===== src/rtl/uart_dma_req.sv =====
module uart_dma_req #(
  parameter int DEPTH = 16,
  localparam int CW = $clog2(DEPTH + 1)
) (
  input  logic          clk,
  input  logic          rst,
  input  logic          fifo_en,
  input  logic          dma_multi,
  input  logic [CW-1:0] rx_count,
  input  logic          rx_trig,
  input  logic          rx_tout,
  input  logic [CW-1:0] tx_count,
  output logic          rx_req_n,
  output logic          tx_req_n
);

  localparam logic [CW-1:0] FULL = CW'(DEPTH);

  logic multi, rx_empty, tx_empty, tx_full;
  logic rx_act, tx_act, rx_act_d, tx_act_d;

  assign multi    = fifo_en & dma_multi;
  assign rx_empty = (rx_count == '0);
  assign tx_empty = (tx_count == '0);
  assign tx_full  = (tx_count == FULL);

  always_comb begin
    if (!multi)                  rx_act_d = !rx_empty;
    else if (rx_empty)           rx_act_d = 1'b0;
    else if (rx_trig || rx_tout) rx_act_d = 1'b1;
    else                         rx_act_d = rx_act;

    if (!multi)        tx_act_d = tx_empty;
    else if (tx_full)  tx_act_d = 1'b0;
    else if (tx_empty) tx_act_d = 1'b1;
    else               tx_act_d = tx_act;
  end

  always_ff @(posedge clk) begin
    if (rst) begin
      rx_act <= 1'b0;
      tx_act <= 1'b0;
    end else begin
      rx_act <= rx_act_d;
      tx_act <= tx_act_d;
    end
  end

  assign rx_req_n = ~rx_act;
  assign tx_req_n = ~tx_act;

  p_reset_idle_r1: assert property (@(posedge clk)
    rst |=> (rx_req_n && tx_req_n));

  p_sgl_rx_follow_r3: assert property (@(posedge clk) disable iff (rst)
    (!(fifo_en && dma_multi)) |=> (rx_req_n == $past(rx_count == '0)));

  p_multi_rx_start_r4: assert property (@(posedge clk) disable iff (rst)
    (fifo_en && dma_multi && rx_count != '0 && (rx_trig || rx_tout)) |=> !rx_req_n);

  p_multi_rx_hold_r5: assert property (@(posedge clk) disable iff (rst)
    (fifo_en && dma_multi && rx_count != '0 && !rx_trig && !rx_tout) |=> $stable(rx_req_n));

  p_multi_rx_empty_r9: assert property (@(posedge clk) disable iff (rst)
    (fifo_en && dma_multi && rx_count == '0) |=> rx_req_n);

  p_sgl_tx_follow_r6: assert property (@(posedge clk) disable iff (rst)
    (!(fifo_en && dma_multi)) |=> (tx_req_n == $past(tx_count != '0)));

  p_tx_full_off_r7: assert property (@(posedge clk) disable iff (rst)
    (tx_count == FULL) |=> tx_req_n);

  p_multi_tx_hold_r7: assert property (@(posedge clk) disable iff (rst)
    (fifo_en && dma_multi && tx_count != '0 && tx_count != FULL) |=> $stable(tx_req_n));

endmodule


===== config.mk =====
export PLATFORM = sky130hd
export DESIGN_NAME = uart_dma_req
export DESIGN_NICKNAME = d
export VERILOG_FILES = /design/src/rtl/uart_dma_req.sv
export SDC_FILE = /design/constraint.sdc
export NUM_CORES = 1
export LEC_CHECK = 0
export ABC_AREA = 1
export BUFFER_PORTS_ARGS = -buffer_cell sky130_fd_sc_hd__buf_4
export CORE_AREA = 2 2 39 41
export DETAILED_ROUTE_END_ITERATION = 8
export DIE_AREA = 0 0 41 43
export SKIP_LAST_GASP = 1
export SYNTH_ARGS = -nofsm -noshare
export SYNTH_HDL_FRONTEND = slang
export SYNTH_SLANG_ARGS = --single-unit

===== constraint.sdc =====
create_clock -name clk -period 1.2 [get_ports clk]
set_clock_uncertainty 0.15 [all_clocks]
set_input_delay 0.24 -clock clk [delete_from_list [all_inputs] [get_ports clk]]
set_output_delay 0.24 -clock clk [all_outputs]
set_load 0.005 [all_outputs]

==> metrics.txt <==
WL final 383 um; total vias in the final route 206; DIE WIDTH 41 um; Netlist cell types 6; number of flops mapped to enable cells by yosys 0; wire length per cell 6.28 um; top cells by area, synth dfxtp_1 30%, nor2_1 23%, nand2_1 20%; final worst slack 0.111 ns; Final Hold Viols 0; ys async rst share 0; CP max FO 2; fin nets 63; initial DRC count 1; yosys warns 0; CP Launch Type flip-flop; H-tree depth 1; FMAX 918 MHz; io pins 18; worst setup path startpoint tx_act; fillers 161; Hold Crit Class input port to flip-flop; most common library cells after synthesis 8 x nor2_1, 7 x nand2_1, 5 x inv_1; Post-Syn Area 131 um^2; Initial Util 0.0949; share of post-route cells with drive strength above 1 0.444; root buf cell clkbuf_4; CTS clock-pin slew for the worst setup and hold paths 0.03 ns; PwrDens 900 mW/mm^2; sequential share of the synthesized area 0.305; Post-Synthesis Cells 25; CTS Hold Bufs 0; First-pass DRT Iterations 2; post_cts resized 0; final core utilization 0.218; relative slew slack 0.917; via-per-instance ratio 3.38; Hold Startpoint rst; syn_area_per_cell 5.26 um^2; most common cell in the netlist nor2_1; CTS sink count 2; RSZ-0062 raised after global routing false; cts bufs inserted 3; core area 0.00138 mm^2; CP Capture Type primary output; TritonCTS clock tree built; Skew-Pair Late Insertion Delay 0.22 ns; vias in the first global route 221; DRT antenna net count 0; leading area contributor after synthesis dfxtp_1; global-route usage over all layers 0.0531; Die ar. 0.00176 mm^2; pin count of the biggest net entering global routing 3; DRC viols 0; Worst EP arrival 0.70 ns; fin cells 61; DP Worst Slack 0.233 ns; total power draw 272 uW; Post-Syn Nets 41; RR Startpoint rx_act; minimum clock period after layout 1.09 ns; Layout area overhead 130%; initial antenna violation count 0; ant diodes 0; Worst-Margin Slew 0.125 ns; GRT Residual Overflow 0; first-pass GRT wire length 607 um; row count 14; IO buf count 17; Max-Cap Viols 0; Max VDD drop 0.182 mV; Yosys top cell area share 0.305; Max Slew Vio Count 0; Critical Path RT 0.81 ns; final worst-path cycle share 0.907; total negative slack 0 ns; gpl congestion 0.518; Worst Path Class, Setup flip-flop to primary output; Top FF cell, synth dfxtp_1; Lkg Pwr 0.000165 uW; Final Setup Violations 0; DP Cell Count 58; die height 43 um; Post-CTS Setup Inserts 0; run status finished clean; synthesis-stage register bit count 2; Longest Clk Path Bufs 2
## final cells by class
cell class / count / area, um^2 / area share
Inverter: 5 / 18.8 / 0.0622
Sequential cell: 2 / 40.0 / 0.133
Timing Repair Buffer: 17 / 128 / 0.423
Tap cell: 16 / 20.0 / 0.0664
Multi-Input combinational cell: 18 / 72.6 / 0.241
Clock buffer: 3 / 22.5 / 0.0747
## metal layers
metal / routed length (um) / global-route usage
met4: 0 / 0.0800
met3: 27 / 0
met2: 227 / 0.103
met5: 0 / 0
met1: 128 / 0.0255
## final timing paths
path,to,slack (ns),cells past startpoint
max,tx_req_n,0.11,2
min,tx_act,0.11,4
max reg2reg,rx_act,0.41,4
min reg2reg,tx_act,0.38,4
## cells by family (layout without fill, tap and decap cells)
kind of cell | count (synthesis) | count (layout) | share of synthesized area
DFF | 2 | 2 | 0.305
and+or+nand+nor | 18 | 18 | 0.552
buffers and inverters | 5 | 25 | 0.143
## report_power, final
group	leakage [uW]	total [uW]	switching [uW]	internal, uW
Clock	0.0000138	144	34.3	110
Combinational	0.000135	55.9	15.9	40.0
Sequential	0.0000165	71.4	1.35	70.0
Total	0.000165	272	51.5	220
## critical path: stages (launching register included)
cell and delay (ns):
dfxtp_1 0.32, inv_1 0.04, buf_4 0.12
## sequential cells by signal (all words and copies together), names as in the netlist
register  flops
tx_act        1
rx_act        1
## layout by cell type (no fill, tap or decap)
master    synthesis  layout
buf_4             0      17
nor2_1            8       8
dfxtp_1           2       2
nand2_1           7       7
nand3_1           2       2
inv_1             5       5
clkbuf_4          0       3
or2_0             1       1
## metrics by stage
stage | area [um^2] | hold slack, ns
6_report | 302 | 0.113
5_1_grt | 302 | 0.138
4_1_cts | 302 | 0.109
3_5_place_dp | 279 | 0.344
3_3_place_gp | 279 | 0.340
2_1_floorplan | 131 | 0.245
Power figures use the tool's default switching activity.
